==> config.mk <==
export PLATFORM = sky130hd
export DESIGN_NAME = vbt_branch_vl
export DESIGN_NICKNAME = d
export VERILOG_FILES = /design/src/rtl/vbt_pkg.sv /design/src/rtl/vbt_decode.sv /design/src/rtl/vbt_fold.sv /design/src/rtl/vbt_clip.sv /design/src/rtl/vbt_branch_vl.sv
export SDC_FILE = /design/constraint.sdc
export NUM_CORES = 1
export LEC_CHECK = 0
export ABC_AREA = 1
export BUFFER_PORTS_ARGS = -buffer_cell sky130_fd_sc_hd__buf_2
export CORE_MARGIN = 2
export CORE_UTILIZATION = 46
export CTS_CLUSTER_SIZE = 24
export DETAILED_ROUTE_END_ITERATION = 8
export PLACE_DENSITY = 0.74
export REMOVE_ABC_BUFFERS = 1
export SETUP_SLACK_MARGIN = 0.3
export SLEW_MARGIN = 20
export SYNTH_ARGS = -nofsm -noshare
export SYNTH_HDL_FRONTEND = slang
export SYNTH_SLANG_ARGS = --single-unit
==> constraint.sdc <==
create_clock -name clk_i -period 1.3 [get_ports clk_i]
set_input_delay 0.13 -clock clk_i [delete_from_list [all_inputs] [get_ports clk_i]]
set_output_delay 0.13 -clock clk_i [all_outputs]
set_load 0.01 [all_outputs]
==> src/rtl/vbt_pkg.sv <==
package vbt_pkg;
  localparam int MODE_W = 24;
  localparam int B_ALL  = 4;
  localparam int B_WB   = 6;
  localparam int B_POL  = 7;
  localparam int B_SEL0 = 19;
  localparam int B_SEL1 = 20;
  localparam int B_INCL = 21;

  typedef enum logic [1:0] {
    OP_PLAIN     = 2'b00,
    OP_CLIP      = 2'b01,
    OP_STEP      = 2'b10,
    OP_STEP_CLIP = 2'b11
  } op_e;

  typedef struct packed {
    op_e  op;
    logic all_mode;
    logic cond_wb;
    logic clip_on_pass;
    logic clip_incl;
    logic is_clip;
    logic is_step;
  } ctl_t;
endpackage

==> src/rtl/vbt_decode.sv <==
module vbt_decode
  import vbt_pkg::*;
(
  input  logic [MODE_W-1:0] mode_i,
  output ctl_t              ctl_o
);
  logic unused_bits;
  assign unused_bits = ^{mode_i[23:22], mode_i[18:8], mode_i[5], mode_i[3:0]};

  always_comb begin
    ctl_o.op           = op_e'({mode_i[B_SEL0], mode_i[B_SEL1]});
    ctl_o.all_mode     = mode_i[B_ALL];
    ctl_o.is_step      = mode_i[B_SEL0];
    ctl_o.is_clip      = mode_i[B_SEL1];
    ctl_o.cond_wb      = mode_i[B_WB] & mode_i[B_SEL0];
    ctl_o.clip_on_pass = mode_i[B_POL];
    ctl_o.clip_incl    = mode_i[B_INCL];
  end
endmodule

==> src/rtl/vbt_fold.sv <==
module vbt_fold (
  input  logic clk_i,
  input  logic rst_ni,
  input  logic init_i,
  input  logic all_init_i,
  input  logic all_mode_i,
  input  logic en_i,
  input  logic cond_i,
  output logic decided_o,
  output logic acc_o
);
  logic acc_q;

  always_ff @(posedge clk_i or negedge rst_ni) begin
    if (!rst_ni)     acc_q <= 1'b0;
    else if (init_i) acc_q <= all_init_i;
    else if (en_i)   acc_q <= all_mode_i ? (acc_q & cond_i) : (acc_q | cond_i);
  end

  // element that pins the fold result
  assign decided_o = en_i & (all_mode_i ? ~cond_i : cond_i);
  assign acc_o     = acc_q;


  and_zero_sticks_chk: assert property (@(posedge clk_i) disable iff (!rst_ni)
    (en_i && !init_i && all_mode_i && !cond_i) |=> !acc_q);
endmodule

==> src/rtl/vbt_clip.sv <==
module vbt_clip #(
  parameter int VL_W = 7
) (
  input  logic            clk_i,
  input  logic            rst_ni,
  input  logic            init_i,
  input  logic [VL_W-1:0] vl_i,
  input  logic            on_pass_i,
  input  logic            incl_i,
  input  logic            en_i,
  input  logic [VL_W-1:0] idx_i,
  input  logic            cond_i,
  output logic            hit_o,
  output logic [VL_W-1:0] vl_o,
  output logic            we_o
);
  logic [VL_W-1:0] vl_q;
  logic            we_q;

  assign hit_o = (cond_i == on_pass_i);

  always_ff @(posedge clk_i or negedge rst_ni) begin
    if (!rst_ni) begin
      vl_q <= '0;
      we_q <= 1'b0;
    end else if (init_i) begin
      vl_q <= vl_i;
      we_q <= 1'b0;
    end else if (en_i && hit_o) begin
      vl_q <= incl_i ? idx_i + 1'b1 : idx_i;
      we_q <= 1'b1;
    end
  end

  assign vl_o = vl_q;
  assign we_o = we_q;
endmodule

==> src/rtl/vbt_branch_vl.sv <==
module vbt_branch_vl
  import vbt_pkg::*;
#(
  parameter int VL_W = 7
) (
  input  logic                clk_i,
  input  logic                rst_ni,
  input  logic                start_i,
  input  logic [MODE_W-1:0]   mode_i,
  input  logic [VL_W-1:0]     vl_i,
  input  logic [VL_W-1:0]     mvl_i,
  input  logic                cond_valid_i,
  input  logic                cond_i,
  output logic                busy_o,
  output logic                done_o,
  output logic                taken_o,
  output logic [VL_W-1:0]     vl_o,
  output logic                vl_we_o,
  output logic [VL_W-1:0]     mvl_o,
  output logic                step_req_o,
  output logic                cond_wb_o
);
  ctl_t            ctl_d, ctl_q;
  logic            busy_q, fin_q;
  logic [VL_W-1:0] idx_q, vl_cap_q, mvl_q;
  logic            acc_start, zero_start, elem_en, last_elem, stop;
  logic            fold_decided, fold_acc, clip_hit, clip_we;
  logic [VL_W-1:0] clip_vl;

  vbt_decode u_decode (.mode_i(mode_i), .ctl_o(ctl_d));

  assign acc_start  = start_i & ~busy_q;
  assign zero_start = acc_start & (vl_i == '0);
  assign elem_en    = busy_q & cond_valid_i;
  assign last_elem  = (idx_q == vl_cap_q - 1'b1);
  assign stop       = elem_en & (last_elem | (ctl_q.is_clip ? clip_hit : fold_decided));

  vbt_fold u_fold (
    .clk_i      (clk_i),
    .rst_ni     (rst_ni),
    .init_i     (acc_start),
    .all_init_i (ctl_d.all_mode),
    .all_mode_i (ctl_q.all_mode),
    .en_i       (elem_en),
    .cond_i     (cond_i),
    .decided_o  (fold_decided),
    .acc_o      (fold_acc)
  );

  vbt_clip #(.VL_W(VL_W)) u_clip (
    .clk_i     (clk_i),
    .rst_ni    (rst_ni),
    .init_i    (acc_start),
    .vl_i      (vl_i),
    .on_pass_i (ctl_q.clip_on_pass),
    .incl_i    (ctl_q.clip_incl),
    .en_i      (elem_en & ctl_q.is_clip),
    .idx_i     (idx_q),
    .cond_i    (cond_i),
    .hit_o     (clip_hit),
    .vl_o      (clip_vl),
    .we_o      (clip_we)
  );

  always_ff @(posedge clk_i or negedge rst_ni) begin
    if (!rst_ni) begin
      busy_q   <= 1'b0;
      fin_q    <= 1'b0;
      idx_q    <= '0;
      vl_cap_q <= '0;
      mvl_q    <= '0;
      ctl_q    <= '0;
    end else begin
      fin_q <= stop;
      if (acc_start) begin
        mvl_q <= mvl_i;
        if (!zero_start) begin
          busy_q   <= 1'b1;
          ctl_q    <= ctl_d;
          vl_cap_q <= vl_i;
          idx_q    <= '0;
        end
      end else if (elem_en) begin
        idx_q <= idx_q + 1'b1;
        if (stop) busy_q <= 1'b0;
      end
    end
  end

  assign busy_o     = busy_q;
  assign done_o     = fin_q | zero_start;
  assign taken_o    = fin_q & fold_acc;
  assign vl_o       = zero_start ? vl_i : clip_vl;
  assign vl_we_o    = fin_q & clip_we;
  assign mvl_o      = mvl_q;
  assign step_req_o = elem_en & ctl_q.is_step;
  assign cond_wb_o  = step_req_o & ctl_q.cond_wb;


  done_after_stop_chk: assert property (@(posedge clk_i) disable iff (!rst_ni)
    stop |=> done_o);

  done_not_busy_chk: assert property (@(posedge clk_i) disable iff (!rst_ni)
    done_o |-> !busy_o);

  vl_never_grows_chk: assert property (@(posedge clk_i) disable iff (!rst_ni)
    vl_we_o |-> (vl_o <= vl_cap_q));

  no_write_unclipped_chk: assert property (@(posedge clk_i) disable iff (!rst_ni)
    (fin_q && !ctl_q.is_clip) |-> !vl_we_o);

  mvl_held_chk: assert property (@(posedge clk_i) disable iff (!rst_ni)
    busy_q |=> $stable(mvl_o));

  start_ignored_chk: assert property (@(posedge clk_i) disable iff (!rst_ni)
    (busy_q && start_i) |=> $stable(vl_cap_q));
endmodule

# ---- Word level (Yosys, flattened, before mapping)
# Cells that the tools add are included.
dict set report totals {
  inputBits 43
  elab_cells 63
  regBits 38
}
dict set report op_classes {
  n_mux 18
  n_reduce_logical 8
  n_bitwise 18
  eq_ne 3
  add_sub_neg 2
}
# operator n
set op_table {}
lappend op_table {{two-way mux 7 bit} 7}
lappend op_table {{AND 1 bit} 12}
lappend op_table {{two-way mux 1 bit} 11}
lappend op_table {{adder 7 x 1 -> 7 bit, second input constant} 1}
lappend op_table {{== test 7 bit} 1}
lappend op_table {{zero test 7 bit} 1}
lappend op_table {{subtractor 7 x 1 -> 7 bit, second input constant} 1}
lappend op_table {{nonzero test 2 bit} 3}
lappend op_table {{AND reduction 2 bit} 2}
lappend op_table {{inverter 1 bit} 3}
lappend op_table {{OR 1 bit} 3}
lappend op_table {{AND reduction 3 bit} 1}
lappend op_table {{inequality test 2 bit, second input constant} 1}
lappend op_table {{== test 1 bit} 1}
lappend op_table {{logical AND 1 bit} 1}

# ---- Depth between registers and ports, before layout
dict set report depth {
  depth_word 9
  depth_mapped 11
  ltp_nobuf 11
}

# ---- By module
# From an unflattened synthesis, not the netlist that was laid out.
dict set report unflattened {
  cells_unflattened 304
  area_unflattened_um2 2334.7
}
# module area_per_inst_um2 instances cells_each seq_area_each_um2
set by_module_without_submodules {}
lappend by_module_without_submodules {vbt_branch_vl 1597.8 1 194 725.7}
lappend by_module_without_submodules {vbt_clip 601.8 1 88 200.2}
lappend by_module_without_submodules {vbt_fold 75.1 1 13 25.0}
lappend by_module_without_submodules {vbt_decode 60.1 1 9 0.0}

# ---- Worst setup path before layout
# OpenSTA, ideal clock, no wires.
dict set report synth_timing {
  path_kind {reg-to-reg}
  startpoint {register vl_cap_q[0]}
  endpoint {register busy_q, in the netlist busy_o}
  stages_incl_launch_ff 12
  t_arrival_ns 1.273
  slack_ns -0.093
  n_path_buf 0
  setup_time_ns 0.120
  cell_sequence {dfrtp_1 -> inv_1 -> ha_1 -> nand2_1 -> nand2_1 -> nand2_1 -> nand2_1 -> nand2_1 -> nor2_1 -> nand2_1 -> nand2_1 -> a21oi_1}
}
dict set report synth_via {
  elab_chain_len 6
}
# element line
set synth_rtl {}
lappend synth_rtl {{start, declared} vbt_branch_vl.sv:25} ;# logic [VL_W-1:0] idx_q, vl_cap_q, mvl_q;
lappend synth_rtl {{start signal, assigned} vbt_branch_vl.sv:80} ;# vl_cap_q <= vl_i;
lappend synth_rtl {{subtractor 7 x 1 -> 7 bit} vbt_branch_vl.sv:35} ;# assign last_elem = (idx_q == vl_cap_q - 1'b1);
lappend synth_rtl {{== test 7 bit} vbt_branch_vl.sv:35}
lappend synth_rtl {{OR 1 bit} vbt_branch_vl.sv:36} ;# assign stop = elem_en & (last_elem | (ctl_q.is_clip ? clip_hit : fold_decided));
lappend synth_rtl {{AND 1 bit} vbt_branch_vl.sv:36}
lappend synth_rtl {{nonzero test 2 bit (no line)} --}
lappend synth_rtl {{AND reduction 3 bit (no line)} --}
lappend synth_rtl {{end signal, assigned} vbt_branch_vl.sv:67} ;# busy_q <= 1'b0;
lappend synth_rtl {{end signal, assigned} vbt_branch_vl.sv:78} ;# busy_q <= 1'b1;
lappend synth_rtl {{end signal, assigned} vbt_branch_vl.sv:85} ;# if (stop) busy_q <= 1'b0;
lappend synth_rtl {{end, declared} vbt_branch_vl.sv:24} ;# logic busy_q, fin_q;
# Every way passes these cells.
# A chain may end at the register's enable or synchronous reset.

# ---- Worst setup path after layout
dict set report layout_timing {
  startpoint {register busy_q, in the netlist busy_o}
  endpoint {output done_o}
}
dict set report layout_via {
  elab_chain_len 4
}
# element line
set layout_rtl {}
lappend layout_rtl {{inverter 1 bit} vbt_branch_vl.sv:32} ;# assign acc_start = start_i & ~busy_q;
lappend layout_rtl {{AND 1 bit} vbt_branch_vl.sv:32}
lappend layout_rtl {{AND 1 bit} vbt_branch_vl.sv:33} ;# assign zero_start = acc_start & (vl_i == '0);
lappend layout_rtl {{OR 1 bit} vbt_branch_vl.sv:91} ;# assign done_o = fin_q | zero_start;
lappend layout_rtl {{end, declared} vbt_branch_vl.sv:15} ;# output logic done_o,
# Every way passes these cells.

==> run metrics <==
RSZ-0062 raised after global routing yes; Tcrit/Tclk final 114%; required time of the critical path 1170 ps; I/O pin total 63; Die Wd 71.9 um; IO buf count 44; largest family of logic cells by synthesized area simple AND/OR/NAND/NOR gates; Worst EP arrival 1350 ps; Sink Count 38; Die Area 5170 um2; Synth Flop Type dfrtp_1; Adder-Cell Fraction of Synth Area 1.18%; Synth area leaders dfrtp_1 45%, nand2_1 13%, inv_1 6.0%, nor2_1 4.3%, o21ai_2 4.1%; worst hold slack 16.8 ps; post-route ant nets 0; initial antenna violation count 0; worst skew pair latency 310 ps; Final Slew Violations 0; critical path startpoint category flip-flop; Peak Freq 676 MHz; core area 4380 um2; area delta synth->final 46.9%; Yosys top cell by area dfrtp_1; DR vias/cell 5.06; first-pass GRT wire length 9400 um; failing checks setup timing; Max Cap Violations 0; minimum clock period 1480 ps; Mapped Cells 265; vias in the first global route 2058; clock-pin slew on the worst setup and hold paths 80 ps; Max rail drop VDD 1.49 mV; ANT cells 0; Fill cells 326; Yosys cell types 34; YS warnings 0; post-synth top area share 44.9%; Synth Area per Inst 8.00 um2; drt drc 0; mux contribution to synthesized area 0%; total grt overflow 0; Clock Root Buffer clkbuf_8; pwr dens 2250 nW/um2; initial core utilization 48.3%; status finished with violations; setup violators final 20; EDFF count, synth 0; GRT Overall Usage 24.0%; Critical Path Fanout Max 8; post-synthesis xor/xnor area fraction 4.96%; htree depth 2; post-synthesis compound-gate area fraction 13.2%; # rows 24; Die H 71.9 um; Mapped Area 2120 um2; Slew Limit Headroom 74.1%; Pre-antenna DRT Iters 4; wire per inst 14.3 um; Crit Path Category reg2out; Synth Area in Simple Gates 27.0%; CTS tree done; hold violation total from the final report 0; Final WS setup -180 ps; Detail Placement HPWL 3580 um; largest net degree at the start of global routing 39; async set-reset flop share out of synthesis 100%; worst hold path type in2reg; overall routed net length 5800 um; 1st-iter DRT viols 137; Max Clock Skew 5.97 ps; area of the multi-input gates 1190 um2; Setup TNS -2240 ps; #FFs+latches synth 38; static leakage 1.58 nW; CP endpoint kind primary output; GPL Wtd Cong 0.854; Register Area 953 um2; clock buffer count from CTS 5; Final nets 398; vias after detailed routing 2056; CTS max path bufs 2; worst slew pin tran 389 ps; fraction of layout cells with a size suffix above 1 44.4%; sequential share of the synthesized area 44.9%
==> logic make-up (layout without fill, tap and decap cells) <==
kind of cell	Yosys count	count (layout)
compound gates	43	43
xor+xnor	12	12
fa+ha+maj	2	2
buf+inv	44	133
flops	38	38
simple gates	126	126
==> cell usage in the layout, fill, tap and decap left out, types with 4 or more instances in the layout <==
cell,instances
clkbuf_8,6
nand2_2,10
nor2_1,21
buf_4,27
inv_1,32
o22ai_2,5
nand2_4,7
inv_2,4
o21ai_0,6
nor2_2,5
dfrtp_1,36
buf_12,5
nand3_1,9
o21ai_1,4
a21oi_1,7
nand2_1,59
o21ai_2,10
xor2_1,6
buf_2,44
xnor2_1,4
buf_6,4
==> worst max-delay path, stage by stage (launching register included) <==
cell     delay [ps]
dfrtp_2         430
nor2_4          110
inv_2            60
nor2_4          180
or2_1           140
buf_2           120
==> area by class of cell <==
class                           instances  share of cell area [%]
Clock buffer                            7                    2.77
Multi-Input combinational cell        183                    38.1
Timing Repair inverter                  4                    1.41
Tap cell                               52                    2.09
Clock inverter                          1                   0.161
Sequential cell                        38                    30.6
Inverter                               38                    4.90
Timing Repair Buffer                   83                    19.9
==> synthesized netlist by cell type, types with 3 or more instances <==
cell       n
a31oi_1    3
o21ai_1    3
nand2_2    4
a21oi_1    9
nand2_1   73
o211ai_1   3
dfrtp_1   38
o22ai_1    5
o21ai_0    7
nand3_1   10
nor3_1     3
xor2_1     8
nor2_2     3
xnor2_1    4
inv_1     34
o21ai_2   10
nor2_1    24
==> timing repair <==
action	in CTS	in global routing
hold buffers	1	0
setup buffers	9	3
resized for setup	40	31
hold endpoints to repair	38	0
pin swaps	13	9
setup endpoints to repair	51	51
gates cloned	5	0
==> flip-flops by register name, indices dropped and copies added, names as in the netlist, 6 cells and up <==
| signal | cells |
|---|---|
| vl_cap_q | 7 |
| idx_q | 7 |
| ctl_q | 6 |
| u_clip.vl_o | 7 |
| mvl_o | 7 |
==> metrics by stage <==
step           setup WS, ps  area [um2]  instances  utilization (%)  total power [mW]
5_1_grt                -259        3110        406             71.0              7.54
2_1_floorplan          -446        2080        259                -              3.97
6_report               -180        3110        406             71.0              7.01
3_3_place_gp           -127        2570        380             58.5              5.01
4_1_cts                -160        2980        403             68.0              6.62
3_5_place_dp           -213        2570        380             58.5              5.09
==> power breakdown <==
| part | switching, mW | internal (mW) |
|---|---|---|
| Clock | 0.441 | 0.428 |
| Combinational | 2.13 | 1.87 |
| Sequential | 0.451 | 1.69 |
==> path summary, 6_finish.rpt <==
| kind | startpoint | to | slack [ps] | cells after the start |
|---|---|---|---|---|
| min in group asynchronous | rst_ni | u_clip.vl_o[6]$_DFFE_PN0P_ | 340 | 3 |
| worst max register to register | vl_cap_q[0]$_DFFE_PN0P_ | busy_o$_DFFE_PN0P_ | -150 | 8 |
| max in group asynchronous | rst_ni | busy_o$_DFFE_PN0P_ | 750 | 3 |
| worst min register to register | u_clip.vl_o[5]$_DFFE_PN0P_ | u_clip.vl_o[5]$_DFFE_PN0P_ | 490 | 2 |
| worst min-delay path | mvl_i[1] | mvl_o[1]$_DFFE_PN0P_ | 20 | 3 |
| worst max-delay path | busy_o$_DFFE_PN0P_ | done_o | -180 | 5 |
==> metal layers <==
metal	GRT usage (%)	wire length [um]	vias to the layer above
li1	-	-	1024
met1	29.6	2440	980
met2	42.1	3060	43
met3	5.91	235	9
met4	6.08	70	0
met5	0	0	-
(Power assumes the default switching activity.)
